==> src/rtl/pwrseq_pkg.sv <==
`timescale 1ns/1ps
package pwrseq_pkg;
  typedef enum logic [1:0] {PS_IDLE, PS_CLEAR, PS_SETTLE} pseq_state_t;

  typedef struct packed {
    logic wr;
    logic dstb;
    logic astb;
    logic init;
    logic irq_en;
    logic dir_wr;
  } port_ctl_t;

  localparam port_ctl_t CTL_OFF = '{wr: 1'b1, dstb: 1'b1, astb: 1'b1,
                                    init: 1'b0, irq_en: 1'b0, dir_wr: 1'b1};
  localparam port_ctl_t CTL_ON  = '{wr: 1'b0, dstb: 1'b0, astb: 1'b0,
                                    init: 1'b1, irq_en: 1'b0, dir_wr: 1'b0};
endpackage

==> src/rtl/pwrseq_timer.sv <==
`timescale 1ns/1ps
module pwrseq_timer #(
  parameter int CW = 10
) (
  input  logic          clk,
  input  logic          rst,
  input  logic          load,
  input  logic [CW-1:0] load_val,
  input  logic          run,
  input  logic          tick,
  output logic          expire
);
  logic [CW-1:0] cnt;

  always_ff @(posedge clk) begin
    if (rst)                         cnt <= '0;
    else if (load)                   cnt <= load_val;
    else if (run && tick && cnt != '0) cnt <= cnt - 1'b1;
  end

  assign expire = run && tick && (cnt == CW'(1));


  no_count_up_chk: assert property (@(posedge clk) disable iff (rst)
    (run && !load) |=> (cnt <= $past(cnt)));
endmodule

==> src/rtl/pwrseq_lines.sv <==
`timescale 1ns/1ps
module pwrseq_lines
  import pwrseq_pkg::*;
#(
  parameter int DATA_W = 8
) (
  input  logic              clk,
  input  logic              rst,
  input  logic              clear,
  input  logic              apply,
  input  logic              go_up,
  output port_ctl_t         ctl,
  output logic [DATA_W-1:0] data
);
  always_ff @(posedge clk) begin
    if (rst) begin
      ctl  <= CTL_OFF;
      data <= '0;
    end else begin
      if (clear) data <= '0;
      if (apply) ctl  <= go_up ? CTL_ON : CTL_OFF;
    end
  end


  lines_stable_chk: assert property (@(posedge clk) disable iff (rst)
    !apply |=> $stable(ctl));
endmodule

==> src/rtl/pwrseq_fsm.sv <==
`timescale 1ns/1ps
module pwrseq_fsm
  import pwrseq_pkg::*;
#(
  parameter int CW           = 10,
  parameter int DOWN_WAIT_MS = 900,
  parameter int UP_WAIT_MS   = 300,
  parameter bit CHECK_DOWN   = 1'b1,
  parameter bit CHECK_UP     = 1'b1
) (
  input  logic          clk,
  input  logic          rst,
  input  logic          cmd_valid,
  input  logic          cmd_up,
  input  logic          expire,
  input  logic          vgood_s,
  output logic          start,
  output logic          apply,
  output logic          go_up,
  output logic          load,
  output logic [CW-1:0] load_val,
  output logic          run,
  output logic          busy,
  output logic          done,
  output logic          pass
);
  pseq_state_t state;

  assign start    = (state == PS_IDLE) && cmd_valid;
  assign apply    = (state == PS_CLEAR);
  assign load     = apply;
  assign load_val = go_up ? CW'(UP_WAIT_MS) : CW'(DOWN_WAIT_MS);
  assign run      = (state == PS_SETTLE);
  assign busy     = (state != PS_IDLE);

  always_ff @(posedge clk) begin
    if (rst) begin
      state <= PS_IDLE;
      go_up <= 1'b0;
      done  <= 1'b0;
      pass  <= 1'b0;
    end else begin
      done <= 1'b0;
      case (state)
        PS_IDLE: if (cmd_valid) begin
          go_up <= cmd_up;
          state <= PS_CLEAR;
        end
        PS_CLEAR: state <= PS_SETTLE;
        PS_SETTLE: if (expire) begin
          done  <= 1'b1;
          state <= PS_IDLE;
          if (go_up) pass <= CHECK_UP   ? vgood_s  : 1'b1;
          else       pass <= CHECK_DOWN ? !vgood_s : 1'b1;
        end
        default: state <= PS_IDLE;
      endcase
    end
  end


  done_pulse_chk: assert property (@(posedge clk) disable iff (rst)
    done |=> !done);

  done_after_busy_chk: assert property (@(posedge clk) disable iff (rst)
    done |-> (!busy && $past(busy)));
endmodule

==> src/rtl/pwrseq_ctrl.sv <==
`timescale 1ns/1ps
module pwrseq_ctrl
  import pwrseq_pkg::*;
#(
  parameter int DATA_W       = 8,
  parameter int DOWN_WAIT_MS = 900,
  parameter int UP_WAIT_MS   = 300,
  parameter bit CHECK_DOWN   = 1'b1,
  parameter bit CHECK_UP     = 1'b1,
  parameter int SYNC_STAGES  = 2
) (
  input  logic              clk,
  input  logic              rst,
  input  logic              cmd_valid,
  input  logic              cmd_up,
  input  logic              ms_tick,
  input  logic              vgood,
  output logic [DATA_W-1:0] port_data,
  output logic              ctl_write,
  output logic              ctl_dstrobe,
  output logic              ctl_astrobe,
  output logic              ctl_init,
  output logic              ctl_irq_en,
  output logic              ctl_dir_write,
  output logic              busy,
  output logic              done,
  output logic              pass
);
  localparam int MAX_WAIT = (DOWN_WAIT_MS > UP_WAIT_MS) ? DOWN_WAIT_MS : UP_WAIT_MS;
  localparam int CW       = $clog2(MAX_WAIT + 1);

  logic [SYNC_STAGES-1:0] vg_sync;
  logic                   start, apply, go_up, load, run, expire;
  logic [CW-1:0]          load_val;
  port_ctl_t              ctl;

  always_ff @(posedge clk) begin
    if (rst) vg_sync <= '0;
    else     vg_sync <= {vg_sync[SYNC_STAGES-2:0], vgood};
  end

  pwrseq_fsm #(
    .CW(CW), .DOWN_WAIT_MS(DOWN_WAIT_MS), .UP_WAIT_MS(UP_WAIT_MS),
    .CHECK_DOWN(CHECK_DOWN), .CHECK_UP(CHECK_UP)
  ) u_fsm (
    .clk(clk), .rst(rst), .cmd_valid(cmd_valid), .cmd_up(cmd_up),
    .expire(expire), .vgood_s(vg_sync[SYNC_STAGES-1]),
    .start(start), .apply(apply), .go_up(go_up), .load(load),
    .load_val(load_val), .run(run), .busy(busy), .done(done), .pass(pass)
  );

  pwrseq_timer #(.CW(CW)) u_timer (
    .clk(clk), .rst(rst), .load(load), .load_val(load_val),
    .run(run), .tick(ms_tick), .expire(expire)
  );

  pwrseq_lines #(.DATA_W(DATA_W)) u_lines (
    .clk(clk), .rst(rst), .clear(start), .apply(apply), .go_up(go_up),
    .ctl(ctl), .data(port_data)
  );

  assign ctl_write     = ctl.wr;
  assign ctl_dstrobe   = ctl.dstb;
  assign ctl_astrobe   = ctl.astb;
  assign ctl_init      = ctl.init;
  assign ctl_irq_en    = ctl.irq_en;
  assign ctl_dir_write = ctl.dir_wr;


  reset_idle_chk: assert property (@(posedge clk)
    rst |=> (!ctl_init && ctl_write && !busy && !done && port_data == '0));

  busy_blocks_cmd_chk: assert property (@(posedge clk) disable iff (rst)
    (busy && !done && cmd_valid) |=> $stable(ctl_init));

  generate
    if (!CHECK_DOWN) begin : g_nochk_down

      nochk_down_pass_chk: assert property (@(posedge clk) disable iff (rst)
        (done && !ctl_init) |-> pass);
    end
    if (!CHECK_UP) begin : g_nochk_up

      nochk_up_pass_chk: assert property (@(posedge clk) disable iff (rst)
        (done && ctl_init) |-> pass);
    end
  endgenerate
endmodule

==> config.mk <==
export PLATFORM = sky130hd
export DESIGN_NAME = pwrseq_ctrl
export DESIGN_NICKNAME = d
export VERILOG_FILES = /design/src/rtl/pwrseq_pkg.sv /design/src/rtl/pwrseq_timer.sv /design/src/rtl/pwrseq_lines.sv /design/src/rtl/pwrseq_fsm.sv /design/src/rtl/pwrseq_ctrl.sv
export SDC_FILE = /design/constraint.sdc
export NUM_CORES = 1
export LEC_CHECK = 0
export BUFFER_PORTS_ARGS = -buffer_cell sky130_fd_sc_hd__buf_2
export CELL_PAD_IN_SITES_DETAIL_PLACEMENT = 2
export CELL_PAD_IN_SITES_GLOBAL_PLACEMENT = 2
export CORE_AREA = 3 3 75 63
export DETAILED_ROUTE_END_ITERATION = 7
export DIE_AREA = 0 0 78 66
export GPL_ROUTABILITY_DRIVEN = 1
export PLACE_DENSITY = 0.77
export SLEW_MARGIN = 20
export SYNTH_ARGS = -nofsm -noshare
export SYNTH_HDL_FRONTEND = slang
export SYNTH_HIERARCHICAL = 1
export SYNTH_SLANG_ARGS = --single-unit
==> constraint.sdc <==
create_clock -name clk -period 2.6 [get_ports clk]
set_clock_uncertainty 0.15 [all_clocks]
set_input_delay 0.26 -clock clk [delete_from_list [all_inputs] [get_ports clk]]
set_output_delay 0.26 -clock clk [all_outputs]
set_load 0.005 [all_outputs]
; ---- Yosys cells after proc, flatten, opt, wreduce, memory -nomap -nowiden
; Cells that the tools add are included.
[word_totals]
elab_cells = 40
ff_bits = 23
[classes]
n_eq_ne = 5
n_addsub = 1
n_reduce_logical = 12
bitwise = 1
muxes = 9
[op_table]
columns = cell, n
row1 = $mux W10, 3
row2 = $eq A10 B1 Y1 const B, 1
row3 = $reduce_bool A10 Y1, 1
row4 = $sub A10 B1 Y10 const B, 1
row5 = $mux W6, 1
row6 = $pmux W2 S3, 1
row7 = $reduce_and A2 Y1, 3
row8 = $mux W2, 2
row9 = $ne A2 B2 Y1 const B, 2
row10 = $reduce_bool A2 Y1, 2
row11 = $logic_and A1 B1 Y1, 3
row12 = $eq A2 B1 Y1 const B, 1
row13 = $eq A2 B2 Y1 const B, 1
row14 = $logic_not A2 Y1, 1
row15 = $mux W1, 2
row16 = $reduce_or A2 Y1, 1
row17 = $logic_not A1 Y1, 1
row18 = $not A1 Y1, 1

; ---- Depth between registers and ports, before layout
; Gate-level depths: netlist of run 1.
[logic_depth]
ltp_word = 5
mapped_depth = 7
depth_no_buf = 7

; ---- Modules after synthesis
; The synthesis of run 1 kept the hierarchy.
[by_module_without_submodules]
columns = mod, n_inst, cells_per_inst, area_each_um2
row1 = pwrseq_timer, 1, 77, 689.4
row2 = pwrseq_fsm, 1, 33, 285.3
row3 = pwrseq_lines, 1, 20, 162.7
row4 = pwrseq_ctrl, 1, 4, 52.6

; ---- Least setup slack after synthesis of run 1
; Ideal clock, no wire load.
[synth_timing]
kind = reg2reg
start = reg u_timer.cnt[0]
end = reg u_timer.cnt[5]
path_stages_with_launch = 8
slack_ps = 464
period_less_slack_ps = 2136
t_arrival_ps = 1895
path_cell_list = dfxtp_1 inv_1 ha_1 or3b_2 buf_2 o31ai_1 or4_2 a311oi_1
[synth_between]
elab_chain_len = 3
[synth_rtl]
columns = item, line_no
row1 = start: declaration, pwrseq_timer.sv:13  ; logic [CW-1:0] cnt;
row2 = start signal: assignment, pwrseq_timer.sv:17  ; else if (load) cnt <= load_val;
row3 = start signal: assignment, pwrseq_timer.sv:18  ; else if (run && tick && cnt != '0) cnt <= cnt - 1'b1;
row4 = $sub A10 B1 Y10 or $reduce_bool A10 Y1 (tied branches), pwrseq_timer.sv:18
row5 = $mux W10 or $logic_and A1 B1 Y1 (tied branches), pwrseq_timer.sv:18
row6 = $mux W10 or $reduce_bool A2 Y1 (tied branches), --
; Parallel ways exist; a longest one is shown, timed or not. The select of a mux whose other input is x is not followed.
; A chain may end at the register's enable or synchronous reset.

; ---- Worst setup path after layout of run 1
; Same ends and word-level chain as after synthesis.

==> key figures, run 1 <==
Timing
  – F_max: ~440 MHz
  – Max_slew headroom: between 50% and 60%
  – RSZ-0062 raised after global routing: no
  – # setup viols final: 0
  – Final Cycle Share: about 88%
  – Tightest Pin Transition: a little over 0.6 ns
  – Setup TNS: 0 ns
  – Minimum clock period: roughly 2.3 ns
  – Max-slew violations: 0
  – Final worst slack: between 0.3 and 0.4 ns
  – Endpoints failing hold: 0

Yosys
  – Share of the synthesized area in the top cell type: 32.0%
  – Count of cell types in the netlist: 46
  – Warnings from Yosys: 6
  – Synth Instances: roughly 130
  – Main flop type after synthesis: dfxtp_1
  – Number of synthesized flops with an enable pin: 0
  – Seq cells post-synth: 19
  – Sequential-to-total area share from yosys stat: approximately a third
  – Synth area leaders: dfxtp_1 (32%), buf_4 (14%), a211oi_1 (3.8%)
  – Mean Syn Cell Area: between 8 and 9 µm²
  – FFs w/ async S/R, synth: 0%
  – Yosys top cell by area: dfxtp_1
  – Mapped cell area: 1190 µm²

Layout
  – Finished Core Util: around 30%
  – Final nets: roughly 150
  – Post-Layout Inst Area: 1220 µm²
  – P&R area growth vs syn: 2.94%
  – Commonest non-fill, non-tap cell in the layout: dfxtp_1
  – Commonest cells after routing, fill and taps aside: dfxtp_1 (19), conb_1 (15), buf_2 (13)
  – Fraction of layout cells with a size suffix above 1: a little under a quarter
  – Fillers: 488
  – N_diodes: 0

Die
  – Die H: between 60 and 70 µm
  – DIE AREA: 5150 µm²
  – Ports: 23
  – Std cell rows: 21
  – Core Area: roughly 4100 µm²
  – Die X: between 70 and 80 µm
  – Starting Density: approximately 29%

Detailed routing
  – DR vias/cell: about 4.6
  – Final ANT Viol Nets: 0
  – Remaining DRCs: 0
  – DR pass1 iterations: 4
  – Vias: ~890
  – DRT iter0 DRCs: 31
  – Routed wire length: about 2.7 mm
  – Drt wl/cell: approximately 14 µm

Worst setup path
  – CP Data Required Time: about 2.6 ns
  – Arrival time worst endpoint: roughly 2.3 ns
  – Critical path type: reg2reg
  – CP max FO: 6
  – R2R depth: 6
  – Worst setup SP type: flop
  – Critical Path Sink Type: flop

Global routing
  – First-pass GRT wire length: 4.37 mm
  – Overflow after GRT: 0
  – Largest net degree at the start of global routing: 20
  – GRT Util Overall: 11.0%
  – Initial antenna violation count: 0
  – Vias in the first global route: 877

Clocking
  – Clk Latency, worst-skew pair: approximately 0.26 ns
  – Clock buffer depth: 2
  – Hold-fix buffers at CTS: 0
  – Number of setup buffers added after CTS: 0
  – Clk pin slew, worst setup/hold paths: about 0.08 ns
  – Root Driver: clkbuf_8
  – CTS sink count: 19
  – TritonCTS clock tree: done
  – Number of CTS-inserted buffers: 3
  – H-tree levels: 1
  – PostCTS Resize Cnt: 0

Power
  – Tot Pwr: a little over 0.7 mW
  – Peak VDD IR: 0.000175 V
  – Pleak: 0.468 nW
  – PD cells: just under 600 nW/µm²

Placed design
  – GP Congestion: ~0.75
  – Pre-CTS setup slack: 0.356 ns
  – Port bufs: 13
  – Post-DP Area: between 1000 and 1500 µm²
  – DP HPWL: ~2.0 mm

Run
  – Max Cap Viol: 0

Outcome
  – Status: complete, no violations

Hold path
  – Cells on Worst Hold Path: 2
  – Min-delay worst type: in2reg
## per-layer routing
metal  share of wire, %  GRT usage [%]
met1                 45           12.8
met2                 51           20.1
met3                1.9           1.63
met4                1.6           4.59
met5                  0              0
## critical path, cell delays in order (launching register included)
cell and delay (ns):
dfxtp_1 0.43, inv_1 0.07, ha_1 0.23, or3b_2 0.31
o31ai_1 0.14, or4_2 0.62, a311oi_1 0.25
## report_power, final
part | leakage (nW) | internal (mW) | switching [mW]
combinational | 0.287 | 0.0646 | 0.0940
clock | 0.0255 | 0.107 | 0.106
sequential | 0.156 | 0.311 | 0.0254
total | 0.468 | 0.483 | 0.226
## sequential cells by signal, summed over array words and instances (netlist names)
register	count
u_fsm/done	1
u_fsm/go_up	1
u_fsm/pass	1
u_fsm/state	2
u_lines/ctl	2
u_timer/cnt	10
vg_sync	2
## layout make-up
type,instances,area [µm²],share of cell area [%]
Multi-Input combinational cell,92,632,51.6
Clock inverter,1,5.00,0.409
Clock buffer,3,41.3,3.37
Tap cell,57,71.3,5.82
Timing Repair Buffer,13,65.1,5.31
Sequential cell,19,380,31.1
Inverter,8,30.0,2.45
## cells by family (layout without fill, tap and decap cells)
group,Yosys count,in the layout,share of synthesized area [%]
compound gates,28,28,20.1
mux,3,3,2.52
xor+xnor,4,4,2.94
flops,19,19,32.0
fa+ha+maj,2,2,2.10
simple gates,40,40,20.7
other cells,3,15,0.946
buf+inv,35,25,18.7
## worst paths after layout
path | startpoint | endpoint | slack (ns)
worst max-delay path | u_timer/cnt[0] | u_timer/cnt[5] | 0.32
worst min-delay path | vgood | vg_sync[0] | 0.07
worst max register to register | u_timer/cnt[0] | u_timer/cnt[5] | 0.32
worst min register to register | vg_sync[0] | vg_sync[1] | 0.29
## cell usage after synthesis (2+ instances only)
cell type  count
xnor2_1        4
or2_2          3
nand2_1        3
inv_1          8
or4_4          2
dfxtp_1       19
mux2i_1        3
nor2_1        10
a211oi_1       6
clkbuf_1       2
nor4_1         3
o31ai_1        3
buf_4         22
a21oi_1        5
ha_1           2
a31oi_1        2
o21bai_1       2
conb_1         3
nor3_1         2
nor2b_1        4
## stage by stage
stage | hold WS [ns] | std cells
floorplan | 0.179 | 146
global placement | 0.272 | 189
detailed placement | 0.285 | 189
CTS | 0.0661 | 193
global route | 0.0807 | 193
finish | 0.0713 | 193
No activity file was read; power rests on OpenSTA's default activity.
==> run 2, diff against run 1 <==
--- a/config.mk
+++ b/config.mk
@@ -5,14 +5,15 @@
 export SDC_FILE = /design/constraint.sdc
 export NUM_CORES = 1
 export LEC_CHECK = 0
+export ABC_CLOCK_PERIOD_IN_PS = 2100
 export BUFFER_PORTS_ARGS = -buffer_cell sky130_fd_sc_hd__buf_2
 export CELL_PAD_IN_SITES_DETAIL_PLACEMENT = 2
 export CELL_PAD_IN_SITES_GLOBAL_PLACEMENT = 2
-export CORE_AREA = 3 3 75 63
+export CORE_AREA = 3 3 74 62
 export DETAILED_ROUTE_END_ITERATION = 7
-export DIE_AREA = 0 0 78 66
+export DIE_AREA = 0 0 77 65
 export GPL_ROUTABILITY_DRIVEN = 1
-export PLACE_DENSITY = 0.77
+export PLACE_DENSITY = 0.79
 export SLEW_MARGIN = 20
 export SYNTH_ARGS = -nofsm -noshare
 export SYNTH_HDL_FRONTEND = slang
==> constraint.sdc (replaced) <==
create_clock -name clk -period 2.1 [get_ports clk]
set_clock_uncertainty 0.15 [all_clocks]
set_input_delay 0.21 -clock clk [delete_from_list [all_inputs] [get_ports clk]]
set_output_delay 0.21 -clock clk [all_outputs]
set_load 0.005 [all_outputs]
==> key figures, run 2 (synthesized netlist as in run 1, its figures left out) <==
Outcome
  – Status: complete, no violations (unchanged)

Die
  – Die H: 65 µm (was 66 µm)
  – Std cell rows: 20 (was 21)
  – Die X: 77 µm (was 78 µm)
  – Starting Density: 31.1% (was 29.0%)
  – Ports: 23 (unchanged)
  – Core Area: 3830 µm² (was 4100 µm²)
  – DIE AREA: 5010 µm² (was 5150 µm²)

Worst setup path
  – R2R Path End: u_timer/cnt[2] (was u_timer/cnt[5])
  – CP Data Required Time: 2.07 ns (was 2.63 ns)
  – Arrival time worst endpoint: 2.04 ns (was 2.31 ns)
  – R2r startpoint: u_timer/cnt[5] (was u_timer/cnt[0])
  – R2R depth: 4 (was 6)
  – Worst setup SP type: flop (unchanged)
  – Critical path type: reg2reg (unchanged)
  – Critical Path Sink Type: flop (unchanged)
  – CP max FO: 8 (was 6)
  – Worst R2R Setup Slack: 0.03 ns (was 0.32 ns)

Layout
  – Reg with most FFs: u_timer/cnt (unchanged)
  – Fillers: 449 (was 488)
  – Fraction of layout cells with a size suffix above 1: 31.0% (was 22.8%)
  – Commonest cells after routing, fill and taps aside: dfxtp_1 (17), conb_1 (15), buf_2 (13) (was dfxtp_1 (19), conb_1 (15), buf_2 (13))
  – N_diodes: 0 (unchanged)
  – Commonest non-fill, non-tap cell in the layout: dfxtp_1 (unchanged)
  – Final nets: 151 (was 145)
  – Sequential Area: 385 µm² (was 380 µm²)
  – Max FFs per register: 10 (unchanged)
  – Area used by multi-input combinational logic: 658 µm² (was 632 µm²)
  – P&R area growth vs syn: 9.04% (was 2.94%)

Timing
  – Min Hold Slack: 0.0136 ns (was 0.0713 ns)
  – RSZ-0062 raised after global routing: yes (was no)
  – Minimum clock period: 2.07 ns (was 2.28 ns)
  – Endpoints failing hold: 0 (unchanged)
  – Max-slew violations: 0 (unchanged)
  – F_max: 482 MHz (was 438 MHz)
  – Max_slew headroom: 64.9% (was 59.1%)
  – Final Cycle Share: 98.7% (was 87.7%)
  – # setup viols final: 0 (unchanged)
  – Setup TNS: 0 ns (unchanged)
  – Tightest Pin Transition: 0.525 ns (was 0.607 ns)

Hold path
  – Worst Hold Launch: vgood (unchanged)
  – WHS Endpoint: vg_sync[0] (unchanged)
  – Min-delay worst type: in2reg (unchanged)
  – Cells on Worst Hold Path: 2 (unchanged)

Power
  – Pleak: 0.498 nW (was 0.468 nW)
  – PD cells: 704 nW/µm² (was 578 nW/µm²)
  – Clock power share: 28.3% (was 30.1%)
  – Flop pwr share: 45.9% (was 47.5%)
  – Sw frac: 31.6% (was 31.8%)
  – Psw: 0.289 mW (was 0.226 mW)
  – Comb pwr share: 25.8% (was 22.4%)
  – Internal: 0.625 mW (was 0.483 mW)
  – Peak VDD IR: 0.000381 V (was 0.000175 V)

Global routing
  – First-pass GRT wire length: 5.19 mm (was 4.37 mm)
  – Overflow after GRT: 0 (unchanged)
  – GRT Util Overall: 13.2% (was 11.0%)
  – Vias in the first global route: 1058 (was 877)
  – Initial antenna violation count: 0 (unchanged)
  – Largest net degree at the start of global routing: 20 (unchanged)

Clocking
  – Clock buffer depth: 2 (unchanged)
  – Number of setup buffers added after CTS: 0 (unchanged)
  – CTS sink count: 19 (unchanged)
  – Hold-fix buffers at CTS: 0 (unchanged)
  – Clk pin slew, worst setup/hold paths: 0.07 ns (was 0.08 ns)
  – H-tree levels: 1 (unchanged)
  – Root Driver: clkbuf_8 (unchanged)
  – Number of CTS-inserted buffers: 3 (unchanged)
  – TritonCTS clock tree: done (unchanged)
  – Clk Latency, worst-skew pair: 0.25 ns (was 0.26 ns)

Detailed routing
  – Routed wire length: 3.11 mm (was 2.66 mm)
  – Final ANT Viol Nets: 0 (unchanged)
  – Vias: 929 (was 892)
  – Remaining DRCs: 0 (unchanged)
  – DR vias/cell: 4.72 (was 4.62)
  – DRT iter0 DRCs: 17 (was 31)
  – Drt wl/cell: 15.8 µm (was 13.8 µm)
  – DR pass1 iterations: 3 (was 4)

Placed design
  – DP HPWL: 2.21 mm (was 1.96 mm)
  – GP Congestion: 0.776 (was 0.747)
  – Port bufs: 13 (unchanged)

Run
  – Max Cap Viol: 0 (unchanged)
==> run 2: cell count changes in the layout (fill, tap and decap cells not counted), sizes merged <==
cell,before,now
buf,13,19
clkbuf,3,4
clkinv,1,0
==> run 2: repair_timing <==
item                       4_1_cts  5_1_grt
pin swaps                        0        2
gates resized for setup          5        4
setup endpoints to repair        5        4
==> run 2: power groups by stage <==
stage          registers, mW  logic, mW  clock network, mW
2_1_floorplan          0.416      0.192                  0
3_3_place_gp           0.422      0.203                  0
4_1_cts                0.419      0.229              0.273
3_5_place_dp           0.426      0.219                  0
5_1_grt                0.425      0.260              0.294
6_report               0.420      0.235              0.259
==> run 2: layer usage <==
metal	GRT usage, %	up-vias	part of all wire [%]
li1	-	450	-
met1	15.0	458	43
met2	24.2	16	51
met3	4.03	5	3.8
met4	3.33	0	1.7
met5	0	-	0
==> run 2: worst max-delay path: stages, from the launching register on <==
cell       delay, ns
dfxtp_1         0.35
or4_4           0.62
o31a_4          0.42
a211oi_1        0.28
a2111oi_0       0.11
==> run 2: how the worst max path moves through the flow <==
stage / startpoint / to / slack, ns / depth (start not counted)
floorplan: u_timer/cnt[0] / u_timer/cnt[5] / 0.01 / 7
finish: u_timer/cnt[5] / u_timer/cnt[2] / 0.03 / 4
global route: u_timer/cnt[1] / u_timer/cnt[5] / -0.03 / 6
detailed placement: u_timer/cnt[1] / u_timer/cnt[6] / -0.08 / 7
CTS: u_timer/cnt[0] / u_timer/cnt[5] / 0.01 / 6
global placement: u_timer/cnt[0] / u_timer/cnt[5] / 0.07 / 6
==> run 2: area by class of cell <==
cell class	count	area share [%]
well taps	55	5.30
multi-input cells	92	50.7
flip-flops and latches	19	29.7
inverters	8	2.31
repair buffers	19	8.49
clock buffers	4	3.47
==> run 2: metrics by stage <==
step                      instances  setup slack (ns)  instance area, µm²  utilization (%)  power [mW]
after floorplan                 146            0.0104                1240                -       0.609
after global placement          193            0.0668                1220             31.9       0.626
after detailed placement        193           -0.0836                1220             31.9       0.646
after CTS                       197            0.0104                1280             33.5       0.921
after global routing            197           -0.0290                1300             33.9       0.980
final                           197            0.0273                1300             33.9       0.914
==> run 3, diff against run 2 <==
--- a/config.mk
+++ b/config.mk
@@ -5,7 +5,7 @@
 export SDC_FILE = /design/constraint.sdc
 export NUM_CORES = 1
 export LEC_CHECK = 0
-export ABC_CLOCK_PERIOD_IN_PS = 2100
+export ABC_CLOCK_PERIOD_IN_PS = 2110
 export BUFFER_PORTS_ARGS = -buffer_cell sky130_fd_sc_hd__buf_2
 export CELL_PAD_IN_SITES_DETAIL_PLACEMENT = 2
 export CELL_PAD_IN_SITES_GLOBAL_PLACEMENT = 2
==> constraint.sdc (replaced) <==
create_clock -name clk -period 2.11 [get_ports clk]
set_clock_uncertainty 0.15 [all_clocks]
set_input_delay 0.211 -clock clk [delete_from_list [all_inputs] [get_ports clk]]
set_output_delay 0.211 -clock clk [all_outputs]
set_load 0.005 [all_outputs]
==> key figures, run 3 (synthesized netlist as in run 1, its figures left out) <==
Placed design
  – Port bufs: 13 (unchanged)
  – DP HPWL: 2.12 mm (was 2.21 mm)
  – Placed cells: 192 (was 193)
  – Post-DP Area: 1210 µm² (was 1220 µm²)
  – Pre-CTS setup slack: -0.0490 ns (was -0.0836 ns)
  – GP Congestion: 0.777 (was 0.776)

Die
  – Die H: 65 µm (unchanged)
  – Std cell rows: 20 (unchanged)
  – Starting Density: 31.1% (unchanged)
  – Ports: 23 (unchanged)
  – Core Area: 3830 µm² (unchanged)
  – DIE AREA: 5010 µm² (unchanged)
  – Die X: 77 µm (unchanged)

Clocking
  – Number of CTS-inserted buffers: 3 (unchanged)
  – CTS sink count: 19 (unchanged)
  – Clk Latency, worst-skew pair: 0.25 ns (about the same)
  – Root Driver: clkbuf_8 (unchanged)
  – TritonCTS clock tree: done (unchanged)
  – H-tree levels: 1 (unchanged)
  – Clock buffer depth: 2 (unchanged)
  – Clk pin slew, worst setup/hold paths: 0.07 ns (about the same)

Timing
  – Final worst slack: 0.0922 ns (was 0.0273 ns)
  – RSZ-0062 raised after global routing: no (was yes)
  – Max-slew violations: 0 (unchanged)
  – F_max: 496 MHz (was 482 MHz)
  – Min Hold Slack: 0.0228 ns (was 0.0136 ns)
  – # setup viols final: 0 (unchanged)
  – Minimum clock period: 2.02 ns (was 2.07 ns)
  – Tightest Pin Transition: 0.745 ns (was 0.525 ns)
  – Setup TNS: 0 ns (unchanged)
  – Max_slew headroom: 49.9% (was 64.9%)
  – Final Cycle Share: 95.6% (was 98.7%)
  – Endpoints failing hold: 0 (unchanged)

Detailed routing
  – Routed wire length: 2.91 mm (was 3.11 mm)
  – Drt wl/cell: 14.8 µm (was 15.8 µm)
  – DR pass1 iterations: 3 (unchanged)
  – Vias: 913 (was 929)
  – Final ANT Viol Nets: 0 (unchanged)
  – Remaining DRCs: 0 (unchanged)
  – DR vias/cell: 4.63 (was 4.72)
  – DRT iter0 DRCs: 23 (was 17)

Worst setup path
  – Buf+Inv Stages, Crit Path: 0 (unchanged)
  – Crit path cell chain: or4_4 -> o31a_4 -> and4_4 -> a2111oi_2 (was or4_4 -> o31a_4 -> a211oi_1 -> a2111oi_0)
  – CP max FO: 7 (was 8)
  – Arrival time worst endpoint: 2.02 ns (was 2.04 ns)
  – Slowest CP cell: or4_4 (unchanged)
  – Worst setup SP type: flop (unchanged)
  – CP Data Required Time: 2.11 ns (was 2.07 ns)
  – R2r startpoint: u_timer/cnt[6] (was u_timer/cnt[5])
  – Critical path type: reg2reg (unchanged)
  – Critical Path Sink Type: flop (unchanged)
  – Worst Setup SP: u_timer/cnt[6] (was u_timer/cnt[5])
  – Crit-path leading delay family: simple AND/OR/NAND/NOR gates (was compound AO/OA/AOI/OAI gates)
  – Max stage delay on crit path: 0.59 ns (was 0.62 ns)

Global routing
  – Initial antenna violation count: 0 (unchanged)
  – Met2 usage: 22.4% (was 24.2%)
  – Met1 Track Usage GR: 13.1% (was 15.0%)
  – GRT Util Overall: 11.8% (was 13.2%)
  – Gr busiest metal: met2 (unchanged)
  – Met3 usage: 3.47% (was 4.03%)
  – First-pass GRT wire length: 4.59 mm (was 5.19 mm)
  – Vias in the first global route: 972 (was 1058)
  – Overflow after GRT: 0 (unchanged)
  – Largest net degree at the start of global routing: 20 (unchanged)

Layout
  – Final nets: 151 (unchanged)
  – Max FFs per register: 10 (unchanged)
  – Post-Layout Inst Area: 1300 µm² (about the same)
  – P&R area growth vs syn: 9.25% (was 9.04%)
  – Area used by multi-input combinational logic: 661 µm² (was 658 µm²)
  – Commonest non-fill, non-tap cell in the layout: dfxtp_1 (unchanged)
  – Sequential Area: 385 µm² (unchanged)
  – Fraction of layout cells with a size suffix above 1: 31.0% (unchanged)
  – Commonest cells after routing, fill and taps aside: dfxtp_1 (17), conb_1 (15), buf_2 (13) (unchanged)
  – N_diodes: 0 (unchanged)
  – Fillers: 447 (was 449)
  – Reg with most FFs: u_timer/cnt (unchanged)
  – Non-filler cells, final: 197 (unchanged)

Power
  – Pleak: 0.499 nW (was 0.498 nW)
  – PD cells: 700 nW/µm² (was 704 nW/µm²)
  – Peak VDD IR: 0.000338 V (was 0.000381 V)

Run
  – Max Cap Viol: 0 (unchanged)

Hold path
  – Worst Hold Launch: vgood (unchanged)
  – Min-delay worst type: in2reg (unchanged)

Outcome
  – Status: complete, no violations (unchanged)
==> run 3: metal layers <==
layer / wire length [µm] / up-vias
li1: - / 447
met1: 1290 / 451
met2: 1500 / 13
met3: 108 / 2
met4: 13 / 0
met5: 0 / -
==> run 3: final timing paths <==
path                          to  slack (ns)  depth (start not counted)
hold / removal        vg_sync[0]        0.02                          2
hold reg to reg       vg_sync[1]        0.29                          1
setup reg to reg  u_timer/cnt[3]        0.09                          4
setup / recovery  u_timer/cnt[3]        0.09                          4
==> run 3: report_power, final <==
group          switching (mW)  internal [mW]  total [mW]
sequential             0.0323          0.385       0.417
combinational           0.130          0.104       0.234
clock                   0.124          0.134       0.259
==> run 3: what timing repair did <==
action	4_1_cts	5_1_grt
gates resized for setup	4	6
pin swaps	0	6
setup buffers	0	1
endpoints found under the setup margin	4	4
hold buffers	0	0
==> run 3: stage by stage <==
| stage | util [%] | power [mW] |
|---|---|---|
| 3_3_place_gp | 31.7 | 0.616 |
| 5_1_grt | 34.0 | 0.970 |
| 2_1_floorplan | - | 0.606 |
| 3_5_place_dp | 31.7 | 0.632 |
| 4_1_cts | 33.3 | 0.904 |
| 6_report | 34.0 | 0.909 |
==> run 3: area by class of cell <==
type	instances	area share [%]
Clock buffer	4	3.46
Inverter	8	2.31
Multi-Input combinational cell	92	50.8
Sequential cell	19	29.6
Tap cell	55	5.29
Timing Repair Buffer	19	8.47
